File: src/rtl/npt_pkg.sv
`timescale 1ns/1ps
// Shared types for the dispatch throttle.
package npt_pkg;
    // Throttle state: issue permitted, or waiting for machine quiescence.
    typedef enum logic {
        TH_ALLOW = 1'b0,
        TH_WAIT  = 1'b1
    } th_state_e;

    // Mode flags held for the throttle.
    typedef struct packed {
        logic np_on;   // serialized dispatch active
        logic dual;    // paired variant selected
        logic tog_en;  // toggle instruction honoured
    } th_mode_s;
endpackage

File: src/rtl/npt_mode_reg.sv
`timescale 1ns/1ps
// Mode register for the dispatch throttle.
// Holds the serialized-mode flags and the toggle enable.
// Assumes commands are one-cycle pulses issued while the core is halted.
// Priority: clear > single > dual > toggle flip. The toggle-enable set is
// independent of the others but still yields to clear.
module npt_mode_reg
    import npt_pkg::*;
(
    input  logic     clk,
    input  logic     rst_n,
    input  logic     mode_clr,
    input  logic     set_single,
    input  logic     set_dual,
    input  logic     set_tog_en,
    input  logic     tog_fire,
    output th_mode_s mode
);
    // Update the mode flags from commands and granted toggle instructions.
    always_ff @(posedge clk) begin
        if (!rst_n || mode_clr) begin
            mode <= '0;
        end else begin
            if (set_single) begin
                mode.np_on <= 1'b1;
                mode.dual  <= 1'b0;
            end else if (set_dual) begin
                mode.np_on <= 1'b1;
                mode.dual  <= 1'b1;
            end else if (tog_fire) begin
                mode.np_on <= ~mode.np_on;
            end
            if (set_tog_en) begin
                mode.tog_en <= 1'b1;
            end
        end
    end
endmodule

File: src/rtl/npt_quiesce_fsm.sv
`timescale 1ns/1ps
// Two-state quiescence tracker.
// Enters the wait state after a grant in serialized mode. Leaves it only on a
// cycle in which every quiescence source is high, or on a mode clear.
// Assumes the quiescence sources are level signals from the core.
module npt_quiesce_fsm
    import npt_pkg::*;
#(
    parameter int QSRC = 4
) (
    input  logic            clk,
    input  logic            rst_n,
    input  logic            mode_clr,
    input  logic            np_on,
    input  logic            any_grant,
    input  logic [QSRC-1:0] quiet_vec,
    output th_state_e       state
);
    th_state_e state_nx;
    logic      all_quiet;

    // Every source must report quiet for resynchronization.
    assign all_quiet = &quiet_vec;

    // Next-state selection.
    always_comb begin
        state_nx = state;
        unique case (state)
            TH_ALLOW: if (np_on && any_grant && !mode_clr) state_nx = TH_WAIT;
            TH_WAIT:  if (mode_clr || all_quiet)           state_nx = TH_ALLOW;
            default:  state_nx = TH_ALLOW;
        endcase
    end

    // State register with synchronous reset.
    always_ff @(posedge clk) begin
        if (!rst_n) state <= TH_ALLOW;
        else        state <= state_nx;
    end

    // a wait state with any source not quiet persists.
    p_wait_holds_r6: assert property (@(posedge clk) disable iff (!rst_n)
        (state == TH_WAIT && !all_quiet && !mode_clr) |=> state == TH_WAIT);
    // a quiet cycle in the wait state releases the stall.
    p_wait_exits_r5: assert property (@(posedge clk) disable iff (!rst_n)
        (state == TH_WAIT && all_quiet) |=> state == TH_ALLOW);
endmodule

File: src/rtl/npt_grant_mux.sv
`timescale 1ns/1ps
// Combinational grant generation for the primary and secondary pipes.
// Assumes the state and mode inputs are registered elsewhere.
module npt_grant_mux
    import npt_pkg::*;
(
    input  th_state_e state,
    input  th_mode_s  mode,
    input  logic      ss_en,
    input  logic      vld_p,
    input  logic      vld_s,
    output logic      gnt_p,
    output logic      gnt_s
);
    // Pick the grants for the current mode and throttle state.
    always_comb begin
        if (state == TH_WAIT) begin
            gnt_p = 1'b0;
            gnt_s = 1'b0;
        end else if (!mode.np_on) begin
            gnt_p = vld_p;
            gnt_s = vld_s;
        end else begin
            gnt_p = vld_p;
            gnt_s = vld_s && vld_p && mode.dual && ss_en;
        end
    end
endmodule

File: src/rtl/npt_dispatch_throttle.sv
`timescale 1ns/1ps
// Dispatch throttle between a two-pipe issue stage and the execution pipes.
// In normal mode grants mirror issue-valids. In serialized mode each dispatch
// is followed by a stall until the machine is quiescent.
// Assumes debug commands arrive only while no issue-valid is high, and that the
// toggle instruction issues alone in the primary slot, followed by a no-op.
module npt_dispatch_throttle
    import npt_pkg::*;
(
    input  logic clk,
    input  logic rst_n,
    input  logic dbg_mode_clr,
    input  logic dbg_set_single,
    input  logic dbg_set_dual,
    input  logic dbg_set_tog_en,
    input  logic cfg_superscalar,
    input  logic iss_vld_p,
    input  logic iss_vld_s,
    input  logic iss_tog_p,
    input  logic xq_insn_done,
    input  logic xq_mem_idle,
    input  logic xq_push_empty,
    input  logic xq_store_empty,
    output logic gnt_p,
    output logic gnt_s
);
    localparam int QSRC = 4;

    th_mode_s        mode;
    th_state_e       state;
    logic            tog_fire;
    logic            any_grant;
    logic [QSRC-1:0] quiet_vec;

    // Gather the quiescence sources.
    assign quiet_vec = {xq_store_empty, xq_push_empty, xq_mem_idle, xq_insn_done};
    // A granted toggle instruction flips the mode only when enabled.
    assign tog_fire  = mode.tog_en && gnt_p && iss_tog_p;
    // Any dispatch this cycle.
    assign any_grant = gnt_p || gnt_s;

    npt_mode_reg u_mode (
        .clk        (clk),
        .rst_n      (rst_n),
        .mode_clr   (dbg_mode_clr),
        .set_single (dbg_set_single),
        .set_dual   (dbg_set_dual),
        .set_tog_en (dbg_set_tog_en),
        .tog_fire   (tog_fire),
        .mode       (mode)
    );

    npt_quiesce_fsm #(.QSRC(QSRC)) u_fsm (
        .clk       (clk),
        .rst_n     (rst_n),
        .mode_clr  (dbg_mode_clr),
        .np_on     (mode.np_on),
        .any_grant (any_grant),
        .quiet_vec (quiet_vec),
        .state     (state)
    );

    npt_grant_mux u_mux (
        .state (state),
        .mode  (mode),
        .ss_en (cfg_superscalar),
        .vld_p (iss_vld_p),
        .vld_s (iss_vld_s),
        .gnt_p (gnt_p),
        .gnt_s (gnt_s)
    );

    // a serialized dispatch is followed by a cycle with no grant.
    p_stall_after_grant_r5: assert property (@(posedge clk) disable iff (!rst_n)
        (mode.np_on && any_grant && !dbg_mode_clr) |=> !(gnt_p || gnt_s));
    // normal mode with no stall never drops a request.
    p_norm_pass_r2: assert property (@(posedge clk) disable iff (!rst_n)
        (!mode.np_on && state == TH_ALLOW) |-> (gnt_p == iss_vld_p && gnt_s == iss_vld_s));
    // single-pipe serialized mode never grants the secondary.
    p_single_no_sec_r3: assert property (@(posedge clk) disable iff (!rst_n)
        (mode.np_on && !mode.dual) |-> !gnt_s);
    // a secondary grant in serialized mode needs a full enabled pair.
    p_pair_needs_cfg_r4: assert property (@(posedge clk) disable iff (!rst_n)
        (mode.np_on && gnt_s) |-> (cfg_superscalar && mode.dual && gnt_p));
    // an enabled granted toggle with no command flips the mode.
    p_toggle_flips_r7: assert property (@(posedge clk) disable iff (!rst_n)
        (tog_fire && !dbg_mode_clr && !dbg_set_single && !dbg_set_dual)
        |=> mode.np_on != $past(mode.np_on));
    // a clear leaves normal mode, no stall, toggle disabled.
    p_clear_r9: assert property (@(posedge clk) disable iff (!rst_n)
        dbg_mode_clr |=> (!mode.np_on && !mode.tog_en && state == TH_ALLOW));
endmodule

File: config.mk
export PLATFORM = sky130hd
export DESIGN_NAME = npt_dispatch_throttle
export DESIGN_NICKNAME = d
export VERILOG_FILES = /design/src/rtl/npt_pkg.sv /design/src/rtl/npt_mode_reg.sv /design/src/rtl/npt_quiesce_fsm.sv /design/src/rtl/npt_grant_mux.sv /design/src/rtl/npt_dispatch_throttle.sv
export SDC_FILE = /design/constraint.sdc
export NUM_CORES = 1
export LEC_CHECK = 0
export BUFFER_PORTS_ARGS = -buffer_cell sky130_fd_sc_hd__buf_2
export CAP_MARGIN = 40
export CORE_AREA = 2 2 39 41
export CTS_BUF_LIST = sky130_fd_sc_hd__clkbuf_8
export DETAILED_ROUTE_END_ITERATION = 12
export DIE_AREA = 0 0 41 43
export PLACE_DENSITY_LB_ADDON = 0.12
export SKIP_LAST_GASP = 1
export SLEW_MARGIN = 30
export SYNTH_ARGS = -nofsm -noshare
export SYNTH_HDL_FRONTEND = slang
export SYNTH_SLANG_ARGS = --single-unit
File: constraint.sdc
create_clock -name clk -period 0.9 [get_ports clk]
set_input_delay 0.18 -clock clk [delete_from_list [all_inputs] [get_ports clk]]
set_output_delay 0.18 -clock clk [all_outputs]
set_load 0.02 [all_outputs]
==> metrics.md, run 1 <==
| Metric | Value |
|---|---|
| Sw Ratio | 0.205 |
| Average size of a mapped cell | 8.76 um^2 |
| Drt via density | 3.80 |
| Hold Vio Cnt, Final | 0 |
| YS warnings | 0 |
| RSZ-0062 raised after global routing | yes |
| Comb pwr share | 0.122 |
| Non-filler cells, final | 56 |
| First-pass iteration count of the detailed router | 1 |
| Clk sinks | 4 |
| Worst EP required | 0.72 ns |
| Root buffer cell | clkbuf_8 |
| Worst min path class | input pin to flop |
| Initial Util | 0.127 |
| Layout area overhead | 102% |
| Failing checks | negative setup slack |
| Asr flop ratio synth | 0 |
| Die Span Y | 43 um |
| Post-synth top area share | 0.457 |
| Top_reg_cell synth | dfxtp_1 |
| Worst Path Buf+Inv | 1 |
| Pwr dens | 1840 nW/um^2 |
| Status | finished, violations left |
| CP startpoint kind | flop |
| Diode count | 0 |
| Clk slew on worst S/H paths | 0.03 ns |
| Post-Syn Area | 175 um^2 |
| Worst Setup Path Type | flop to output port |
| Crit path max fanout | 3 |
| Share of layout cells above drive strength 1 | 0.650 |
| Synth Net Count | 34 |
| Largest net degree at the start of global routing | 5 |
| Grt ovf | 0 |
| DR vias | 213 |
| CTS Buf Count | 3 |
| Clock Latency Late Sink | 0.22 ns |
| Die X | 41 um |
| Routed WL | 460 um |
| Initial antenna violation count | 0 |
| Synth Instances | 20 |
| Worst setup EP type | output port |
| CP cell instances | nand2b_4, a21oi_2, buf_4 |
| Seq/Total Area, Yosys | 0.457 |
| # H-tree levels | 1 |
| Max Fclk | 0.931 GHz |
| First-pass GRT wire length | 634 um |
| CTS tree | built |
| DRC | 0 |
| Part of the power in registers | 0.294 |
| Final Util | 0.256 |
| Cell variety after synth | 11 |
| Worst Skew | 0.00212 ns |
| P_int | 0.517 mW |
| Final Critical Period | 1.07 ns |
| CP max stage cell | dfxtp_2 |
| Worst rel slew slack | 0.885 |
| Site row count | 14 |
| IO Port Bufs | 15 |
| Drt wl/cell | 8.21 um |
| Max incr delay on CP | 0.31 ns |
| Longest Clk Path Bufs | 2 |
| CORE AREA | 1380 um^2 |
| Leakage power | 0.162 nW |
| Worst path arrival time | 0.89 ns |
| IO Pins | 16 |
| Synth cell count leaders | dfxtp_1 (4), nor2_1 (4), a21oi_1 (3) |
| Synth area leader | dfxtp_1 |
| Final setup fails | 3 |
| Total track usage | 0.0602 |
| Clock power share | 0.584 |
| Die footprint | 1760 um^2 |
| Placed cells | 52 |
| Final GP Congestion | 0.594 |
| Worst-Margin Slew | 0.172 ns |
| Seq cells post-synth | 4 |
| Max-cap check violation count | 0 |
| Final Cycle Share | 1.19 |
| Synth area leaders | dfxtp_1 (46%), a21oi_1 (8.6%), nor2_1 (8.6%), nand2b_1 (7.1%), and2b_2 (5.0%) |
| Max Slew Vio Count | 0 |
| P_sw | 0.133 mW |
| EDFF count, synth | 0 |
| Cell family with most CP delay | flip-flops |
| DP HPWL | 371 um |
| Starting DRT DRC Count | 0 |
| Number of global-route vias before repair | 212 |
| Layout net count | 56 |
| Final ANT Viol Nets | 0 |
| Final setup margin | -0.174 ns |
| VDD IR max | 0.494 mV |
[power groups by stage]
stage / Clock, mW / Sequential (mW) / Combinational (mW)
CTS: 0.390 / 0.191 / 0.0794
floorplan: 0 / 0.192 / 0.0297
detailed placement: 0 / 0.193 / 0.0685
finish: 0.379 / 0.191 / 0.0794
global placement: 0 / 0.193 / 0.0668
global route: 0.392 / 0.192 / 0.0868
[worst paths after layout]
kind | start | end | slack, ns | cells past startpoint
worst max register to register | u_fsm.state$_SDFF_PN0_ | u_mode.mode[2]$_SDFFE_PP0P_ | -0.06 | 4
worst min-delay path | dbg_set_single | u_mode.mode[1]$_SDFFE_PP0P_ | 0.13 | 2
worst max-delay path | u_fsm.state$_SDFF_PN0_ | gnt_s | -0.17 | 3
worst min register to register | u_mode.mode[0]$_SDFFE_PP0P_ | u_mode.mode[0]$_SDFFE_PP0P_ | 0.47 | 2
[layer usage]
layer	vias up	GRT usage	part of all wire	routed length, um
met2	15	0.0938	0.44	203
met1	85	0.0386	0.37	171
li1	111	-	-	-
met5	-	0	0	0
met3	2	0.0314	0.15	69
met4	0	0.0800	0.035	16
[cell families (layout without fill, tap and decap cells)]
group / Yosys count / count (layout) / synth area share
buffers and inverters: 0 / 20 / 0
XOR/XNOR: 1 / 1 / 0.0500
AO/OA/AOI/OAI: 4 / 4 / 0.129
flip-flops: 4 / 4 / 0.457
AND/OR/NAND/NOR: 11 / 11 / 0.364
[stage by stage]
step | instance area, um^2 | power [mW] | setup TNS (ns) | setup slack [ns] | hold slack, ns
floorplan | 179 | 0.222 | 0 | 0.0452 | 0.259
global route | 354 | 0.671 | -0.498 | -0.190 | 0.141
global placement | 282 | 0.260 | 0 | 0.0223 | 0.360
detailed placement | 282 | 0.262 | 0 | 0.0115 | 0.364
finish | 354 | 0.650 | -0.393 | -0.174 | 0.133
CTS | 349 | 0.661 | -0.418 | -0.181 | 0.127
[placed cells by master (no fill, tap or decap)]
cell      synthesis  layout
nand3_2           0       1
xor2_1            1       1
dfxtp_2           0       2
a21oi_2           0       1
and4_1            1       1
buf_2             0      13
buf_4             0       3
nor2_1            4       4
nand2b_4          0       1
a21oi_1           3       2
and2b_2           1       1
nor3_1            1       1
nand4b_1          1       1
a211oi_1          1       1
clkbuf_8          0       3
nand2b_1          2       1
dfxtp_1           4       2
buf_6             0       1
[state kept, by name (all words and copies together), names as in the netlist]
name,cells
u_mode.mode,3
u_fsm.state,1
[worst register-to-register path, delay by kind of cell (launching register included)]
kind | cells | cell delay, ns
simple gates | 1 | 0.18
xor+xnor | 1 | 0.15
buf+inv | 1 | 0.12
flops | 1 | 0.31
compound gates | 1 | 0.08
[timing repair]
item,CTS,global route
setup buffers,1,0
resized for setup,6,1
endpoints found under the setup margin,2,4
pin swaps,0,2
hold buffers,0,0
[final cells by class]
class | instances | area, um^2
Timing Repair Buffer | 17 | 98.8
Sequential cell | 4 | 82.6
Clock buffer | 3 | 41.3
Multi-Input combinational cell | 16 | 111
Tap cell | 16 | 20.0
Fill cell | 157 | 1030
(Power assumes the default switching activity.)
==> run 2: changes to the inputs <==
--- a/config.mk
+++ b/config.mk
@@ -17,3 +17,4 @@
 export SYNTH_ARGS = -nofsm -noshare
 export SYNTH_HDL_FRONTEND = slang
 export SYNTH_SLANG_ARGS = --single-unit
+export TNS_END_PERCENT = 50
==> run 2 against run 1 <==
The flow still finishes with violations (negative setup slack); first-iteration DRC count did not move; non-clock buffer count did not move; maximum frequency rose by 0.13%; critical path depth did not move; register-to-register slack barely moved.
==> metrics.md, run 2 (same netlist as run 1, synthesis figures left out) <==
| Metric | Value |
|---|---|
| Worst rel slew slack | 0.887 (was 0.885) |
| Hold Vio Cnt, Final | 0 (unchanged) |
| DR vias | 216 (was 213) |
| Crit path max fanout | 3 (unchanged) |
| CORE AREA | 1380 um^2 (unchanged) |
| Diode count | 0 (unchanged) |
| IO Port Bufs | 15 (unchanged) |
| Max Slew Vio Count | 0 (unchanged) |
| Final Critical Period | 1.07 ns (about the same) |
| Met1 wire length | 167 um (was 171 um) |
| Routed WL | 456 um (was 460 um) |
| Final hold slack | 0.134 ns (was 0.133 ns) |
| Clock Latency Late Sink | 0.22 ns (about the same) |
| Part of the power in registers | 0.295 (was 0.294) |
| Worst path arrival time | 0.89 ns (about the same) |
| Number of global-route vias before repair | 212 (unchanged) |
| Max-cap check violation count | 0 (unchanged) |
| Failing checks | negative setup slack (unchanged) |
| Layout net count | 56 (unchanged) |
| CTS Buf Count | 3 (unchanged) |
| Site row count | 14 (unchanged) |
| FILL cells | 157 (unchanged) |
| # H-tree levels | 1 (unchanged) |
| Met3 Wirelength | 70 um (was 69 um) |
| Max layer used | met4 (unchanged) |
| Total track usage | 0.0602 (unchanged) |
| Final ANT Viol Nets | 0 (unchanged) |
| CP startpoint kind | flop (unchanged) |
| First-pass iteration count of the detailed router | 1 (unchanged) |
| Multi-input logic area | 111 um^2 (unchanged) |
| Max Fclk | 0.933 GHz (was 0.931 GHz) |
| Longest Clk Path Bufs | 2 (unchanged) |
| CTS tree | built (unchanged) |
| Worst Skew | 0.000879 ns (was 0.00212 ns) |
| Starting DRT DRC Count | 0 (unchanged) |
| Worst setup EP type | output port (unchanged) |
| Drt wl/cell | 8.14 um (was 8.21 um) |
| WHS Endpoint | u_mode.mode[1]$_SDFFE_PP0P_ (unchanged) |
| Final GP Congestion | 0.594 (unchanged) |
| Die X | 41 um (unchanged) |
| Status | finished, violations left (unchanged) |
| R2R cell count | 4 (unchanged) |
| Worst hold stages | 2 (unchanged) |
| DP HPWL | 371 um (unchanged) |
| Comb pwr share | 0.122 (about the same) |
| Clock power share | 0.582 (was 0.584) |
| Cts hold-fix bufs | 0 (unchanged) |
| R2R Path Start | u_fsm.state$_SDFF_PN0_ (unchanged) |
| Grt ovf | 0 (unchanged) |
| Layout area overhead | 102% (unchanged) |
| Final setup margin | -0.172 ns (was -0.174 ns) |
| Final Util | 0.256 (unchanged) |
| Commonest non-fill, non-tap cell in the layout | buf_2 (unchanged) |
| DRC | 0 (unchanged) |
| FF-to-FF End | u_mode.mode[2]$_SDFFE_PP0P_ (unchanged) |
| First-pass GRT wire length | 634 um (unchanged) |
| Die footprint | 1760 um^2 (unchanged) |
| Initial Util | 0.127 (unchanged) |
| WL met2 | 202 um (was 203 um) |
| Register Area | 82.6 um^2 (unchanged) |
| Initial antenna violation count | 0 (unchanged) |
| Most frequent cells in the layout | buf_2 (13), nor2_1 (4), clkbuf_8 (3), buf_4 (3) (unchanged) |
| P_sw | 0.131 mW (was 0.133 mW) |
| Placed cells | 52 (unchanged) |
| Worst Setup Path Type | flop to output port (unchanged) |
| Worst min path class | input pin to flop (unchanged) |
| Max reg flops | 3 (unchanged) |
| Total Power | 0.648 mW (was 0.650 mW) |
| Sw Ratio | 0.202 (was 0.205) |
| Clk slew on worst S/H paths | 0.03 ns (about the same) |
| Pwr dens | 1830 nW/um^2 (was 1840 nW/um^2) |
| RSZ-0062 raised after global routing | yes (unchanged) |
| Worst-Margin Slew | 0.168 ns (was 0.172 ns) |
| Root buffer cell | clkbuf_8 (unchanged) |
| Clk sinks | 4 (unchanged) |
| Worst EP required | 0.72 ns (about the same) |
| Dpl ws | 0.0115 ns (unchanged) |
| IO Pins | 16 (unchanged) |
| Die Span Y | 43 um (unchanged) |
| VDD IR max | 0.494 mV (about the same) |
| Non-filler cells, final | 56 (unchanged) |
| R2R setup slack | -0.07 ns (was -0.06 ns) |
| Final setup fails | 3 (unchanged) |
| Biggest regs | u_mode.mode: 3 flops, u_fsm.state: 1 flops (unchanged) |
| Final Cycle Share | 1.19 (about the same) |
| Drt via density | 3.86 (was 3.80) |
| P_int | 0.517 mW (about the same) |
| Top reg by flops | u_mode.mode (unchanged) |
| Largest net degree at the start of global routing | 5 (unchanged) |
| Hold Crit Start | dbg_set_single (unchanged) |
| Leakage power | 0.161 nW (was 0.162 nW) |
| Share of layout cells above drive strength 1 | 0.650 (unchanged) |
run 2: cell counts in the layout (fill, tap and decap cells not counted):
Identical to the previous run, type by type.
run 2: worst max-delay path: stages, from the launching register on:
cell and delay (ns):
dfxtp_2 0.31, nand2b_4 0.13, a21oi_2 0.09, buf_4 0.14
run 2: worst max path at each step:
stage                      startpoint  cells past startpoint  slack (ns)  endpoint
3_5_place_dp   u_fsm.state$_SDFF_PN0_                      3        0.01     gnt_s
6_report       u_fsm.state$_SDFF_PN0_                      3       -0.17     gnt_s
4_1_cts        u_fsm.state$_SDFF_PN0_                      3       -0.18     gnt_s
2_1_floorplan  u_fsm.state$_SDFF_PN0_                      2        0.05     gnt_s
5_1_grt        u_fsm.state$_SDFF_PN0_                      3       -0.19     gnt_s
3_3_place_gp   u_fsm.state$_SDFF_PN0_                      3        0.02     gnt_s
run 2: per-layer routing:
layer | vias up | track usage
met1 | 88 | 0.0386
met4 | 0 | 0.0800
met5 | - | 0
met3 | 2 | 0.0314
met2 | 15 | 0.0938
li1 | 111 | -
run 2: per-stage QoR:
| stage | area, um^2 | setup TNS (ns) |
|---|---|---|
| after detailed placement | 282 | 0 |
| after CTS | 343 | -0.432 |
| after global routing | 354 | -0.506 |
| after global placement | 282 | 0 |
| final | 354 | -0.403 |
| after floorplan | 179 | 0 |
run 2: repair_timing:
action                     CTS  global route
setup buffers                1             0
resized for setup            4             3
setup endpoints to repair    2             4
cloned                       0             0
run 2: layout make-up:
cell class / count / share of cell area
Timing Repair Buffer: 17 / 0.279
Clock buffer: 3 / 0.117
Tap cell: 16 / 0.0565
Sequential cell: 4 / 0.233
Multi-Input combinational cell: 16 / 0.314
run 2: power groups by stage:
stage | clock network (mW) | registers (mW) | logic, mW
after global placement | 0 | 0.193 | 0.0668
after detailed placement | 0 | 0.193 | 0.0685
after floorplan | 0 | 0.192 | 0.0297
after CTS | 0.390 | 0.191 | 0.0755
after global routing | 0.392 | 0.192 | 0.0863
final | 0.377 | 0.191 | 0.0793
